### config.mk
export PLATFORM = sky130hd
export DESIGN_NAME = island_pwr_seq
export DESIGN_NICKNAME = d
export VERILOG_FILES = /design/src/rtl/ips_pkg.sv /design/src/rtl/ips_dly_bank.sv /design/src/rtl/ips_step_timer.sv /design/src/rtl/ips_thermo_reg.sv /design/src/rtl/ips_host_rd.sv /design/src/rtl/island_pwr_seq.sv
export SDC_FILE = /design/constraint.sdc
export NUM_CORES = 1
export LEC_CHECK = 0
export ABC_CLOCK_PERIOD_IN_PS = 5200
export BUFFER_PORTS_ARGS = -buffer_cell sky130_fd_sc_hd__buf_2
export CORE_ASPECT_RATIO = 0.75
export CORE_MARGIN = 4
export CORE_UTILIZATION = 40
export CTS_CLUSTER_SIZE = 24
export DETAILED_ROUTE_END_ITERATION = 6
export MAX_ROUTING_LAYER = met4
export PLACE_DENSITY = 0.59
export SKIP_LAST_GASP = 1
export SLEW_MARGIN = 20
export SYNTH_ARGS = -nofsm -noshare
export SYNTH_HDL_FRONTEND = slang
export SYNTH_SLANG_ARGS = --single-unit
### constraint.sdc
create_clock -name clk -period 5.2 [get_ports clk]
set_input_delay 0.26 -clock clk [delete_from_list [all_inputs] [get_ports clk]]
set_output_delay 0.26 -clock clk [all_outputs]
set_load 0.1 [all_outputs]
### src/rtl/ips_pkg.sv
package ips_pkg;
  typedef enum logic [1:0] {
    SEQ_IDLE = 2'd0,
    SEQ_RUN  = 2'd1,
    SEQ_FULL = 2'd2
  } seq_state_e;
endpackage

### src/rtl/ips_dly_bank.sv
// Per-step settling delay storage with one write port and one read port.
module ips_dly_bank #(
  parameter int N_ENT   = 16,
  parameter int CNT_W   = 8,
  parameter int DLY_RST = 4
) (
  input  logic                     clk,
  input  logic                     rst_n,
  input  logic                     we,
  input  logic [$clog2(N_ENT)-1:0] widx,
  input  logic [CNT_W-1:0]         wdata,
  input  logic [$clog2(N_ENT)-1:0] ridx,
  output logic [CNT_W-1:0]         rdata
);
  localparam int IW = $clog2(N_ENT);

  logic [CNT_W-1:0] ent_q [N_ENT];

  for (genvar g = 0; g < N_ENT; g++) begin : g_ent
    logic             hit;
    logic [CNT_W-1:0] ent_d;

    always_comb begin
      hit   = we && (widx == IW'(g));
      ent_d = ent_q[g];
      if (hit) ent_d = wdata;
    end

    always_ff @(posedge clk or negedge rst_n) begin
      if (!rst_n) ent_q[g] <= CNT_W'(DLY_RST);
      else if (hit) ent_q[g] <= ent_d;
    end
  end

  assign rdata = ent_q[ridx];
endmodule

### src/rtl/ips_step_timer.sv
// Down counter: loaded per step, expires when it reaches zero while running.
module ips_step_timer #(
  parameter int CNT_W = 8
) (
  input  logic             clk,
  input  logic             rst_n,
  input  logic             load,
  input  logic [CNT_W-1:0] load_val,
  input  logic             run,
  output logic             expire
);
  logic [CNT_W-1:0] cnt_q, cnt_d;
  logic             cnt_en;

  always_comb begin
    cnt_d  = cnt_q;
    cnt_en = 1'b0;
    if (load) begin
      cnt_d  = load_val;
      cnt_en = 1'b1;
    end else if (run && (cnt_q != '0)) begin
      cnt_d  = cnt_q - 1'b1;
      cnt_en = 1'b1;
    end
  end

  always_ff @(posedge clk or negedge rst_n) begin
    if (!rst_n) cnt_q <= '0;
    else if (cnt_en) cnt_q <= cnt_d;
  end

  assign expire = run && (cnt_q == '0);
endmodule

### src/rtl/ips_thermo_reg.sv
// Island-enable register filled with ones from the MSB end.
module ips_thermo_reg #(
  parameter int N_ISL = 16
) (
  input  logic             clk,
  input  logic             rst_n,
  input  logic             clr,
  input  logic             shift,
  output logic [N_ISL-1:0] en_o
);
  logic [N_ISL-1:0] en_q, en_d;
  logic             en_ce;

  always_comb begin
    en_d  = en_q;
    en_ce = 1'b0;
    if (clr) begin
      en_d  = '0;
      en_ce = 1'b1;
    end else if (shift) begin
      en_d  = {1'b1, en_q[N_ISL-1:1]};
      en_ce = 1'b1;
    end
  end

  always_ff @(posedge clk or negedge rst_n) begin
    if (!rst_n) en_q <= '0;
    else if (en_ce) en_q <= en_d;
  end

  assign en_o = en_q;
endmodule

### src/rtl/ips_host_rd.sv
// Host readback in two halves; reading the low half freezes the high half.
module ips_host_rd #(
  parameter int N_ISL = 16
) (
  input  logic               clk,
  input  logic               rst_n,
  input  logic               rd_en,
  input  logic               rd_sel,
  input  logic [N_ISL-1:0]   vec,
  output logic [N_ISL/2-1:0] rd_data
);
  localparam int HW = N_ISL / 2;

  logic [HW-1:0] hold_q, hold_d, data_q, data_d;
  logic          hold_ce, data_ce;

  always_comb begin
    hold_d  = hold_q;
    hold_ce = 1'b0;
    data_d  = data_q;
    data_ce = 1'b0;
    if (rd_en) begin
      data_ce = 1'b1;
      if (!rd_sel) begin
        data_d  = vec[HW-1:0];
        hold_d  = vec[N_ISL-1:HW];
        hold_ce = 1'b1;
      end else begin
        data_d  = hold_q;
      end
    end
  end

  always_ff @(posedge clk or negedge rst_n) begin
    if (!rst_n) begin
      hold_q <= '0;
      data_q <= '0;
    end else begin
      if (hold_ce) hold_q <= hold_d;
      if (data_ce) data_q <= data_d;
    end
  end

  assign rd_data = data_q;
endmodule

### src/rtl/island_pwr_seq.sv
// Top: sequencing FSM plus the register, timer, delay bank and readback.
module island_pwr_seq #(
  parameter int N_ISL   = 16,
  parameter int CNT_W   = 8,
  parameter int DLY_RST = 4
) (
  input  logic                     clk,
  input  logic                     rst_n,
  input  logic                     start_i,
  input  logic                     shutdown_i,
  input  logic                     cfg_we_i,
  input  logic [$clog2(N_ISL)-1:0] cfg_idx_i,
  input  logic [CNT_W-1:0]         cfg_dly_i,
  input  logic                     rd_en_i,
  input  logic                     rd_sel_i,
  output logic [N_ISL/2-1:0]       rd_data_o,
  output logic [N_ISL-1:0]         island_en_o,
  output logic                     busy_o,
  output logic                     done_o
);
  import ips_pkg::*;

  localparam int SW = $clog2(N_ISL);
  localparam logic [SW-1:0] LAST_STEP = SW'(N_ISL - 1);

  seq_state_e       st_q, st_d;
  logic [SW-1:0]    step_q, step_d;
  logic             step_ce;
  logic             accept, expire, fire, last;
  logic             tmr_load;
  logic [SW-1:0]    dly_idx;
  logic [CNT_W-1:0] dly_val;

  // control decode
  always_comb begin
    accept   = (st_q == SEQ_IDLE) && start_i && !shutdown_i;
    fire     = (st_q == SEQ_RUN) && expire && !shutdown_i;
    last     = fire && (step_q == LAST_STEP);
    tmr_load = accept || (fire && !last);
    dly_idx  = accept ? '0 : SW'(step_q + 1'b1);
  end

  // next state
  always_comb begin
    st_d    = st_q;
    step_d  = step_q;
    step_ce = 1'b0;
    if (shutdown_i) begin
      st_d    = SEQ_IDLE;
      step_d  = '0;
      step_ce = 1'b1;
    end else if (accept) begin
      st_d    = SEQ_RUN;
      step_d  = '0;
      step_ce = 1'b1;
    end else if (fire) begin
      step_d  = SW'(step_q + 1'b1);
      step_ce = 1'b1;
      if (last) st_d = SEQ_FULL;
    end
  end

  always_ff @(posedge clk or negedge rst_n) begin
    if (!rst_n) begin
      st_q   <= SEQ_IDLE;
      step_q <= '0;
    end else begin
      st_q <= st_d;
      if (step_ce) step_q <= step_d;
    end
  end

  ips_dly_bank #(
    .N_ENT  (N_ISL),
    .CNT_W  (CNT_W),
    .DLY_RST(DLY_RST)
  ) u_dly (
    .clk  (clk),
    .rst_n(rst_n),
    .we   (cfg_we_i),
    .widx (cfg_idx_i),
    .wdata(cfg_dly_i),
    .ridx (dly_idx),
    .rdata(dly_val)
  );

  ips_step_timer #(
    .CNT_W(CNT_W)
  ) u_tmr (
    .clk     (clk),
    .rst_n   (rst_n),
    .load    (tmr_load),
    .load_val(dly_val),
    .run     (st_q == SEQ_RUN),
    .expire  (expire)
  );

  ips_thermo_reg #(
    .N_ISL(N_ISL)
  ) u_reg (
    .clk  (clk),
    .rst_n(rst_n),
    .clr  (shutdown_i),
    .shift(fire),
    .en_o (island_en_o)
  );

  ips_host_rd #(
    .N_ISL(N_ISL)
  ) u_rd (
    .clk    (clk),
    .rst_n  (rst_n),
    .rd_en  (rd_en_i),
    .rd_sel (rd_sel_i),
    .vec    (island_en_o),
    .rd_data(rd_data_o)
  );

  assign busy_o = (st_q == SEQ_RUN);
  assign done_o = (st_q == SEQ_FULL);
endmodule

; Word-level counts from Yosys, hierarchy flattened
; Cells that the tools add are included.
[op_classes]
n_shift = 0
multipliers = 0
bitwise_logic = 2
mux = 25
reduce_logical = 41
n_eq_ne = 18
n_div = 0
n_lt_le_gt_ge = 1
addsub = 2
[op_table]
columns = op, count
row1 = $mux W8, 5
row2 = $eq A4 B4 Y1 const B, 9
row3 = $bmux W8 S4, 1
row4 = $mux W16, 2
row5 = $logic_and A1 B1 Y1, 24
row6 = $eq A4 B3 Y1 const B, 4
row7 = $mux W4, 4
row8 = $reduce_and A2 Y1, 5
row9 = $mux W1, 9
row10 = $eq A4 B2 Y1 const B, 2
row11 = $logic_not A8 Y1, 1
row12 = $mux W2, 4
row13 = $reduce_bool A8 Y1, 1
row14 = $sub A8 B1 Y8 const B, 1
row15 = $reduce_bool A3 Y1, 2
row16 = $ge A5 B5 Y1 const B, 1
row17 = $not A4 Y5, 1
row18 = $add A4 B1 Y4 const B, 1
row19 = $eq A4 B1 Y1 const B, 1
row20 = $logic_not A4 Y1, 1
row21 = $reduce_bool A2 Y1, 2
row22 = $reduce_and A3 Y1, 1
row23 = $eq A2 B1 Y1 const B, 1
row24 = $eq A2 B2 Y1 const B, 1
row25 = other kinds (4), 5
[word_totals]
rom_bits = 0
inputBits = 19
latchBits = 0
output_inout_bits = 26
ramBits = 0
memories = 0
word_cells = 111
regBits = 174

; Logic depth before layout (Yosys ltp)
; Gate-level depths: netlist of run 1.
[logic_depth]
ltp_word = 10
depth_mapped = 8
ltp_nobuf = 7

; By module
; A second synthesis of run 1 with hierarchy kept.
[unflattened]
hier_cells = 568
area_unflattened_um2 = 8117.8
[modules_own_cells]
columns = mod, cells_per_inst, seq_area_each_um2, instances, area_each_um2
row1 = ips_dly_bank, 364, 3223.1, 1, 5833.1
row2 = ips_host_rd, 53, 400.4, 1, 723.2
row3 = ips_thermo_reg, 52, 400.4, 1, 656.9
row4 = ips_step_timer, 59, 200.2, 1, 524.3
row5 = island_pwr_seq, 40, 150.1, 1, 380.4

; Worst setup path before layout of run 1
; No wires, ideal clock.
[synth_timing]
path_kind = register to register
start = reg st_q[0]
end = reg u_tmr.cnt_q[5]
stages_incl_launch_ff = 8
arrival_ps = 1972
setup_slack_ps = 3146
synth_period_minus_slack_ps = 2054
path_buffers = 2
required_time_ps = 5118
setup_ps = 82
path_cell_list = dfrtp_1 -> nor2b_1 -> buf_2 -> nand3_4 -> o31ai_4 -> buf_4 -> nor2_1 -> a31oi_1
[synth_via]
elab_chain_cells = 10
elab_cells_between_ends = 22
cone_classes = eq/ne: 1 / mux: 7 / bitwise: 1 / reduce/logical: 13
[synth_rtl]
columns = item, line
row1 = "start, declared", island_pwr_seq.sv:26  ; seq_state_e st_q, st_d;
row2 = "start signal, assigned", island_pwr_seq.sv:68  ; st_q <= st_d;
row3 = $eq A2 B1 Y1 (*), n/a
row4 = net busy_o, island_pwr_seq.sv:18  ; output logic busy_o,
row5 = $logic_and A1 B1 Y1, ips_step_timer.sv:32  ; assign expire = run && (cnt_q == '0);
row6 = $logic_and A1 B1 Y1 (2 in series), island_pwr_seq.sv:37  ; fire = (st_q == SEQ_RUN) && expire && !shutdown_i;
row7 = $logic_and A1 B1 Y1, island_pwr_seq.sv:38  ; last = fire && (step_q == LAST_STEP);
row8 = $logic_not A1 Y1, island_pwr_seq.sv:39  ; tmr_load = accept || (fire && !last);
row9 = $logic_and A1 B1 Y1, island_pwr_seq.sv:39
row10 = $logic_or A1 B1 Y1, island_pwr_seq.sv:39
row11 = $reduce_bool A2 Y1 (no source line) / $mux W1 (equally long branches), n/a
row12 = $reduce_and A2 Y1 (no source line), n/a
row13 = "end signal, assigned", ips_step_timer.sv:29  ; else if (cnt_en) cnt_q <= cnt_d;
row14 = "end, declared", ips_step_timer.sv:12  ; logic [CNT_W-1:0] cnt_q, cnt_d;
; The timed path passes the listed nets; every way through them passes the cells marked *. The select of a mux whose other input is x is not followed.
; A chain may end at the register's enable or synchronous reset.

; Final worst setup path of run 1
[layout_timing]
start = reg step_q[0]
end = reg u_tmr.cnt_q[4]
[layout_via]
elab_chain_cells = 7
elab_cells_between_ends = 15
cone_classes = add/sub: 1 / eq/ne: 1 / mux: 6 / bitwise: 1 / reduce/logical: 6
[layout_rtl]
columns = item, line
row1 = "start, declared", island_pwr_seq.sv:27  ; logic [SW-1:0] step_q, step_d;
row2 = "start signal, assigned", island_pwr_seq.sv:69  ; if (step_ce) step_q <= step_d;
row3 = $add A4 B1 Y4 / $eq A4 B4 Y1 (equally long branches), "island_pwr_seq.sv:40, island_pwr_seq.sv:38"
row4 = $mux W4 / $logic_and A1 B1 Y1 (equally long branches), "island_pwr_seq.sv:40, island_pwr_seq.sv:38"
row5 = $not A4 Y5 (implied by the code) / $logic_not A1 Y1 (equally long branches), "ips_dly_bank.sv:35, island_pwr_seq.sv:39"
row6 = $bmux W8 S4 / $logic_and A1 B1 Y1 (equally long branches), "ips_dly_bank.sv:35, island_pwr_seq.sv:39"
row7 = $mux W8 (implied by the code) / $logic_or A1 B1 Y1 (equally long branches), "ips_dly_bank.sv:35, island_pwr_seq.sv:39"
row8 = "$mux W8 (implied by the code), or another cell as far along", ips_dly_bank.sv:35  ; assign rdata = ent_q[ridx];
row9 = $mux W8 / $reduce_and A2 Y1 (equally long branches), n/a
; Several ways; a longest one is shown, not always the timed one. The select of a mux whose other input is x is not followed.

==> results_dict.tcl, run 1 <==
set metrics [dict create \
    finClkSkew_ns 0.00944 \
    yosysMostFrequentCell "dfrtp_1" \
    min_path_type "in -> reg" \
    max_freq_ghz 0.340 \
    drt-pass1-iter-count 5 \
    cts_resized 0 \
    worstPathMaxFanout 24 \
    via_per_inst 5.75 \
    syn_inst 664 \
    routed_wl_mm 20.2 \
    fillers 1846 \
    dp_cells 928 \
    overflow 0 \
    hold_violations 0 \
    clock_sinks 174 \
    fin_crit_sh_pct 56.5 \
    peakVddDrop_mv 0.161 \
    p_leak_nw 3.89 \
    clk_pin_slew_worst_paths_ns 0.07 \
    rsz0062_at_grt "false" \
    drv_slew 0 \
    area_growth_pct 12.1 \
    cts-buffers-inserted 17 \
    fp.dieW_um 174 \
    pre_cts_ws_ns 2.34 \
    pwr_density_cell_nw_per_um2 402 \
    antenna_found_initial 0 \
    synth_top_area_cell "dfrtp_1" \
    register_area_sq_um 4380 \
    place.gp.congestion 0.888 \
    ant_nets 0 \
    syn_nets 686 \
    synth_cell_type_count 61 \
    htreeDepth 4 \
    cts_tree "yes" \
    drive_above_1_share_pct 37.4 \
    cts.path.max_buffers 2 \
    clk_latency_ns 0.42 \
    tns_ns 0 \
    core_sq_um 20300 \
    post-route-drc-count 0 \
    async_reset_ff_share_pct 100 \
    die_area_sq_um 23100 \
    dr_total_vias 5527 \
    max_cap_viol_count 0 \
    io_buffers 44 \
    multi_input_area_sq_um 3680 \
    grt_pass1_vias 5619 \
    drt_iter0_markers 370 \
    clockPowerShare_pct 34.5 \
    critPathMaxStageDelay_ns 0.79 \
    ys.warnings.count 0 \
    wl_per_cell_um 21.0 \
    p_sw_share_pct 27.8 \
    switching_power_mw 1.04 \
    instances_no_fill 961 \
    p_seq_share_pct 48.4 \
    final_nets 712 \
    synth_edf_count 0 \
    slew_headroom_pct 34.0 \
    cts_root_buffer "clkbuf_16" \
    cp_slowest_cell "xnor2_1" \
    cp_cell_sequence "ha_1 > xnor2_1 > a31oi_1 > o221ai_1 > o221ai_1 > o22a_1" \
    endpoint_kind "flip-flop" \
    comb_power_share_pct 17.1 \
    cp_top_family "compound AO/OA/AOI/OAI gates" \
    yosysSeqAreaShare_pct 52.8 \
    hold_ws_ns 0.216 \
    cp.required_ns 5.51 \
    synthFlopType "dfrtp_1" \
    cp_common_cell "o221ai_1" \
    setup_violations 0 \
    io_pins 45 \
    critPathArrivalTime_ns 3.25 \
    grt_max_degree 89 \
    grt_usage_pct 18.7 \
    initial_core_util_pct 40.8 \
    internal-power_mw 2.69 \
    antennaDiodeCount 0 \
    setup_ws_ns 2.26 \
    finalPower_mw 3.73 \
    dp_hpwl_mm 13.7 \
    run_status "finished clean" \
    synth_commonest_cells "dfrtp_1 (158), mux2_2 (141), nand2_1 (51)" \
    syn_area_per_cell_sq_um 12.5 \
    worst-path-buf-inv 0 \
    ys_ff_latch 174 \
    path_class "reg -> reg" \
    grt_first_pass_wirelength_mm 32.8 \
    netlist_area_sq_um 8280 \
    start_kind "flip-flop" \
    tightest_slew_ns 0.982 \
    synth_top_area_share_pct 47.8 \
    die-height_um 133 \
    period_minus_slack_ns 2.94 \
    rows 45 \
    synth_area_leaders "dfrtp_1 (48%), mux2_2 (19%), dfstp_2 (5.1%)" \
]
layout make-up:
| type | count | share of cell area (%) |
|---|---|---|
| Timing Repair Buffer | 51 | 3.03 |
| Sequential cell | 174 | 47.2 |
| Inverter | 6 | 0.243 |
| Clock buffer | 19 | 4.77 |
| Clock inverter | 13 | 1.63 |
| Tap cell | 258 | 3.48 |
| Multi-Input combinational cell | 440 | 39.7 |
per-layer routing:
metal / global-route usage, % / wire (um) / vias to the layer above
met5: - / 0 / -
li1: - / - / 2476
met3: 4.43 / 1190 / 15
met2: 25.2 / 8560 / 146
met4: 4.13 / 194 / 0
met1: 28.4 / 10300 / 2890
power by group through the flow:
stage	Combinational, mW	Clock, mW	Sequential [mW]
CTS	0.640	1.32	1.80
finish	0.636	1.29	1.80
floorplan	0.450	0	1.80
global route	0.698	1.37	1.84
detailed placement	0.637	0	1.82
global placement	0.619	0	1.82
worst paths after layout:
check / cells past startpoint / startpoint / slack (ns) / to
max in group asynchronous: 3 / rst_n / 3.62 / step_q[0]$_DFFE_PN0P_
min: 2 / rd_en_i / 0.22 / u_rd.rd_data[1]$_DFFE_PN0P_
max reg2reg: 6 / step_q[0]$_DFFE_PN0P_ / 2.26 / u_tmr.cnt_q[4]$_DFFE_PN0P_
min in group asynchronous: 2 / rst_n / 0.46 / u_rd.rd_data[0]$_DFFE_PN0P_
max: 6 / step_q[0]$_DFFE_PN0P_ / 2.26 / u_tmr.cnt_q[4]$_DFFE_PN0P_
min reg2reg: 1 / u_dly.ent_q[16]$_DFFE_PN0P_ / 0.50 / u_dly.ent_q[16]$_DFFE_PN0P_
sequential cells by signal, indices dropped and copies added, names as in the netlist:
register      flops
u_dly.ent_q     128
step_q            4
u_rd.hold_q       8
st_q              2
u_reg.en_o       16
u_tmr.cnt_q       8
u_rd.rd_data      8
logic make-up (layout without fill, tap and decap cells):
group / count (synthesis) / count (layout) / synth area share, %
AO/OA/AOI/OAI: 97 / 97 / 8.04
XOR/XNOR: 8 / 8 / 1.03
adder cells (fa/ha/maj): 3 / 3 / 0.454
buffers and inverters: 50 / 89 / 2.69
flip-flops: 174 / 174 / 52.8
multiplexers: 175 / 175 / 25.5
AND/OR/NAND/NOR: 157 / 157 / 9.39
stage by stage:
stage | area (sq um) | util [%]
CTS | 9280 | 45.8
global placement | 8670 | 42.8
floorplan | 8280 | -
detailed placement | 8670 | 42.8
global route | 9280 | 45.8
finish | 9280 | 45.8
what timing repair did:
| item | 4_1_cts | 5_1_grt |
|---|---|---|
| hold buffers | 1 | 0 |
| setup endpoints to repair | 0 | 0 |
| endpoints found under the hold margin | 78 | 0 |
| buffers inserted | 0 | 0 |
cells in the final DEF, fill, tap and decap left out, types with 6 or more instances in the layout:
cell type,n
a21oi_1,35
a31oi_1,7
buf_2,43
buf_4,6
clkbuf_16,17
dfrtp_1,157
dfstp_2,16
inv_1,6
mux2_2,141
mux2i_1,20
mux4_2,11
nand2_1,51
nand2b_1,6
nand3_1,15
nand4_1,6
nor2_1,44
nor2b_1,6
nor3_1,7
o21ai_0,9
o221ai_1,9
xnor2_1,6
Note: power is estimated with default switching activity, not from simulation.
==> run 2: changes to the inputs <==
ABC_CLOCK_PERIOD_IN_PS = 2500   (was 5200)
PLACE_DENSITY = 0.61   (was 0.59)
clock period = 2.5 ns   (was 5.2 ns; I/O delays follow)
==> run 2 against run 1 <==
Against the previous run: first-iteration DRC count down 8.6%; utilization up 1.3 points; sequential cell count unchanged; critical path depth unchanged; fmax up 29%; final area up 2.8%; die area unchanged; cell count up 2.2%; wire length up 1.9%; global-route usage up 0.41 points; highest routed layer unchanged.
==> results_dict.tcl, run 2 (synthesized netlist as in run 1, its figures left out) <==
set metrics [dict create \
    drv_slew 0 \
    clock_sinks 174 \
    multi_input_area_sq_um 3680 \
    fin_crit_sh_pct 90.9 \
    die_area_sq_um 23100 \
    p_leak_nw 4.03 \
    layout_common_cells "dfrtp_1 (157), mux2_2 (141), nand2_1 (51), nor2_1 (44), buf_2 (43)" \
    place.gp.congestion 0.877 \
    clk_pin_slew_worst_paths_ns 0.07 \
    peakVddDrop_mv 0.448 \
    post-route-drc-count 0 \
    overflow 0 \
    run_status "finished clean" \
    min-delay-start "shutdown_i" \
    htreeDepth 4 \
    cts.path.max_buffers 2 \
    ant_nets 0 \
    hold_ws_ns 0.0775 \
    via_per_inst 5.72 \
    clk_latency_ns 0.43 \
    io_buffers 44 \
    fp.dieW_um 174 \
    critPathMaxStageDelay_ns 0.45 \
    instances_no_fill 982 \
    fin_area_sq_um 9530 \
    regMostFlops "u_dly.ent_q" \
    cp_slowest_cell "o41ai_1" \
    path_class "reg -> reg" \
    finClkSkew_ns 0.0122 \
    endpoint_kind "flip-flop" \
    drt_iter0_markers 338 \
    grt_max_degree 60 \
    r2r_start "step_q[0]$_DFFE_PN0P_" \
    start_kind "flip-flop" \
    antenna_found_initial 1 \
    cts-buffers-inserted 17 \
    dr_total_vias 5618 \
    slew_headroom_pct 52.4 \
    cts_root_buffer "clkbuf_16" \
    crit_path_start "step_q[0]$_DFFE_PN0P_" \
    io_pins 45 \
    initial_core_util_pct 40.8 \
    tightest_slew_ns 0.712 \
    final_common_cell "dfrtp_1" \
    min_path_type "in -> reg" \
    rrSetupSlack_ns 0.23 \
    dp_hpwl_mm 14.1 \
    grt_first_pass_wirelength_mm 33.4 \
    largest_register_ff_count 128 \
    register_area_sq_um 4380 \
    area_growth_pct 15.2 \
    period_minus_slack_ns 2.27 \
    wl_per_cell_um 21.0 \
    core_sq_um 20300 \
    rsz0062_at_grt "false" \
    final_nets 733 \
    pwr_density_cell_nw_per_um2 836 \
    tns_ns 0 \
    drt-pass1-iter-count 4 \
    setup_violations 0 \
    die-height_um 133 \
    critPathArrivalTime_ns 2.64 \
    place_area_sq_um 8880 \
    cp.required_ns 2.86 \
    fillers 1841 \
    routed_wl_mm 20.6 \
    cts_tree "yes" \
    drive_above_1_share_pct 39.3 \
    max_freq_ghz 0.440 \
    dp_cells 949 \
    grt_usage_pct 19.1 \
    grt_pass1_vias 5756 \
    cp_cell_sequence "buf_12 > nand3_1 > xnor2_1 > nand2_1 > o41ai_1 > o22a_1" \
    rows 45 \
    hold_violations 0 \
    post_cts_buffers 0 \
    worstPathMaxFanout 56 \
    max_cap_viol_count 0 \
]
## run 2: changes by cell type in the layout (fill, tap and decap cells not counted), sizes merged
cell / previous run / this run
buf: 50 / 71
diode: 0 / 1
clkbuf: 19 / 18
bufinv: 2 / 4
clkinv: 3 / 1
## run 2: path summary, 6_finish.rpt
| check | endpoint | cells after the start |
|---|---|---|
| worst max-delay path | u_tmr.cnt_q[7]$_DFFE_PN0P_ | 6 |
| worst min-delay path | u_reg.en_o[0]$_DFFE_PN0P_ | 2 |
| worst max register to register | u_tmr.cnt_q[7]$_DFFE_PN0P_ | 6 |
| worst min register to register | u_dly.ent_q[35]$_DFFE_PN0P_ | 1 |
| max in group asynchronous | u_dly.ent_q[10]$_DFFE_PN1P_ | 3 |
| min in group asynchronous | u_rd.rd_data[0]$_DFFE_PN0P_ | 2 |
## run 2: timing repair
item	4_1_cts	5_1_grt
endpoints found under the hold margin	50	0
gates resized for setup	0	0
hold buffers	1	0
## run 2: where the power goes
group,total [mW],switching (mW),internal (mW)
clock,2.89,1.17,1.72
combinational,1.34,0.648,0.689
sequential,3.75,0.344,3.40
total,7.97,2.16,5.81
## run 2: final cells by class
class	count	share of cell area, %
Antenna cell	1	0.0262
Multi-Input combinational cell	440	38.6
Clock inverter	13	2.13
Tap cell	258	3.39
Inverter	6	0.236
Timing Repair Buffer	72	5.13
Sequential cell	174	45.9
Clock buffer	18	4.61
## run 2: through the flow
| stage | total power, mW | utilization, % | worst slack [ns] |
|---|---|---|---|
| 2_1_floorplan | 4.67 | - | 0.446 |
| 3_3_place_gp | 5.04 | 43.8 | 0.313 |
| 3_5_place_dp | 5.13 | 43.8 | 0.242 |
| 4_1_cts | 8.03 | 47.0 | 0.217 |
| 5_1_grt | 8.35 | 47.0 | 0.0307 |
| 6_report | 7.97 | 47.0 | 0.228 |
## run 2: critical path, delay by kind of cell (launching register included)
kind                   cells  cell delay, ns
AO/OA/AOI/OAI              2            0.64
AND/OR/NAND/NOR            2            0.49
flip-flops                 1            0.39
XOR/XNOR                   1            0.39
buffers and inverters      1            0.31
## run 2: per-layer routing
layer / up-vias / global-route usage [%] / part of all wire (%)
li1: 2520 / - / -
met1: 2941 / 27.3 / 49
met2: 146 / 28.1 / 45
met3: 11 / 3.77 / 4.3
met4: 0 / 4.70 / 0.79
met5: - / - / 0
==> run 3: changes to the inputs <==
ABC_CLOCK_PERIOD_IN_PS = 1900   (was 2500)
clock period = 1.9 ns   (was 2.5 ns; I/O delays follow)
==> run 3 against run 2 <==
Against the previous run: the flow now finishes with violations (setup timing); first-iteration DRC count grew 39%; utilization grew 3.8 points; sequential share of layout area shrank 3.4 points; die area is the same; fmax grew 17%; sequential power grew 32%; clock power grew 24%; critical path depth grew 2; global-route usage grew 0.84 points; via count grew 5.5%; final area grew 8.0%; cell count grew 6.5%; critical endpoint is now u_tmr.cnt_q[4]$_DFFE_PN0P_.
==> results_dict.tcl, run 3 (synthesized netlist as in run 1, its figures left out) <==
set metrics [dict create \
    instances_no_fill 1046 \
    register_area_sq_um 4380 \
    place.gp.congestion 0.883 \
    r2r_start "u_tmr.cnt_q[1]$_DFFE_PN0P_" \
    wl_per_cell_um 21.4 \
    comb_power_share_pct 19.0 \
    setup_ws_ns -0.0483 \
    cp.required_ns 2.21 \
    via_per_inst 5.67 \
    post-route-drc-count 0 \
    critPathArrivalTime_ns 2.26 \
    period_minus_slack_ns 1.95 \
    min-delay-start "rd_en_i" \
    hold-path-endpoint "u_rd.rd_data[0]$_DFFE_PN0P_" \
    start_kind "flip-flop" \
    final_nets 796 \
    drt_iter0_markers 470 \
    die_area_sq_um 23100 \
    violations "setup timing" \
    io_pins 45 \
    p_leak_nw 4.41 \
    pre_cts_ws_ns -0.135 \
    largest_register_ff_count 128 \
    hold_violations 0 \
    layout_common_cells "dfrtp_1 (157), mux2_2 (141), buf_4 (71), nand2_1 (48), nor2_1 (43)" \
    place_area_sq_um 9280 \
    drt-pass1-iter-count 5 \
    overflow 0 \
    min_path_type "in -> reg" \
    htreeDepth 4 \
    max_cap_viol_count 0 \
    clockPowerShare_pct 34.0 \
    max_freq_ghz 0.513 \
    cts.path.max_buffers 2 \
    ant_nets 0 \
    io_buffers 44 \
    fin_crit_sh_pct 103 \
    cts_root_buffer "clkbuf_16" \
    rows 45 \
    regMostFlops "u_dly.ent_q" \
    initial_core_util_pct 40.8 \
    hold_depth 2 \
    dp_hpwl_mm 15.2 \
    antenna_found_initial 1 \
    grt_first_pass_wirelength_mm 35.1 \
    run_status "complete, but fails checks" \
    rrSetupSlack_ns -0.05 \
    routed_wl_mm 22.4 \
    grt_pass1_vias 6127 \
    setup_violations 4 \
    area_growth_pct 24.4 \
    die-height_um 133 \
    fp.dieW_um 174 \
    slew_headroom_pct 61.2 \
    fillers 1759 \
    p_sw_share_pct 27.8 \
    ff2ff_path_depth 8 \
    clk_latency_ns 0.42 \
    finalPower_mw 10.5 \
    dp_cells 993 \
    worstPathMaxFanout 7 \
    drv_slew 0 \
    pwr_density_cell_nw_per_um2 1020 \
    r2r-end "u_tmr.cnt_q[4]$_DFFE_PN0P_" \
    tightest_slew_ns 0.582 \
    switching_power_mw 2.92 \
    final_common_cell "dfrtp_1" \
    cts_tree "yes" \
    p_seq_share_pct 47.0 \
    rsz0062_at_grt "true" \
    path_class "reg -> reg" \
    internal-power_mw 7.58 \
    grt_usage_pct 19.9 \
    clk_pin_slew_worst_paths_ns 0.07 \
    fin_area_sq_um 10300 \
    cts-buffers-inserted 17 \
    finClkSkew_ns 0.00995 \
    endpoint_kind "flip-flop" \
    core_sq_um 20300 \
    clock_sinks 174 \
    multi_input_area_sq_um 3820 \
    drive_above_1_share_pct 47.9 \
    peakVddDrop_mv 0.638 \
    grt_max_degree 54 \
    dr_total_vias 5927 \
]
-- run 3: cell count changes in the layout (fill, tap and decap cells not counted), sizes merged --
| cell | previous run | this run |
|---|---|---|
| bufinv | 4 | 2 |
| buf | 71 | 131 |
| clkbuf | 18 | 22 |
| inv | 11 | 12 |
| clkinv | 1 | 2 |
-- run 3: timing repair --
item / CTS / global route
setup endpoints to repair: 8 / 28
pin swaps: 5 / 9
cloned: 1 / 4
hold endpoints to repair: 39 / 0
hold buffers: 1 / 0
setup buffers: 6 / 9
resized for setup: 16 / 27
-- run 3: power groups by stage --
stage	clock, mW	sequential (mW)	combinational [mW]
2_1_floorplan	0	4.92	1.23
3_3_place_gp	0	4.93	1.81
3_5_place_dp	0	4.98	1.87
4_1_cts	3.64	4.92	1.93
5_1_grt	3.78	5.02	2.18
6_report	3.57	4.94	1.99
-- run 3: area by class of cell --
cell class                 count  area share [%]
clock inverter                13            1.47
inverter                       6           0.243
tap                          258            3.14
antenna                        1          0.0243
timing repair buffer         135            11.1
clock buffer                  19            4.40
sequential                   174            42.5
multi-input combinational    440            37.1
-- run 3: layer usage --
metal | global-route usage [%] | part of all wire (%) | up-vias
met5 | - | 0 | -
met4 | 4.57 | 0.72 | 0
met3 | 4.83 | 5.9 | 19
met1 | 28.4 | 48 | 3081
li1 | - | - | 2654
met2 | 29.0 | 45 | 173
-- run 3: worst max path at each step --
stage / start / end / slack (ns)
6_report: u_tmr.cnt_q[1]$_DFFE_PN0P_ / u_tmr.cnt_q[4]$_DFFE_PN0P_ / -0.05
2_1_floorplan: u_tmr.cnt_q[0]$_DFFE_PN0P_ / u_tmr.cnt_q[5]$_DFFE_PN0P_ / 0.01
5_1_grt: u_tmr.cnt_q[1]$_DFFE_PN0P_ / u_tmr.cnt_q[4]$_DFFE_PN0P_ / -0.11
3_5_place_dp: step_q[0]$_DFFE_PN0P_ / u_tmr.cnt_q[1]$_DFFE_PN0P_ / -0.13
4_1_cts: step_q[0]$_DFFE_PN0P_ / u_tmr.cnt_q[5]$_DFFE_PN0P_ / -0.02
3_3_place_gp: step_q[0]$_DFFE_PN0P_ / u_tmr.cnt_q[1]$_DFFE_PN0P_ / -0.10
-- run 3: through the flow --
step,util (%),hold slack (ns),TNS (ns)
floorplan,-,-0.201,0
global placement,45.8,0.106,-0.403
detailed placement,45.8,0.106,-0.626
CTS,49.5,0.0296,-0.125
global route,50.8,0.0665,-0.681
finish,50.8,0.0479,-0.109
-- run 3: worst max-delay path, stage by stage (launching register included) --
cell and delay, ns:
dfrtp_1 0.39, inv_2 0.09, ha_4 0.14, nor4b_4 0.26, nand3_4 0.12, o31ai_4 0.35, buf_12 0.18, o221ai_1 0.11
o22a_1 0.20
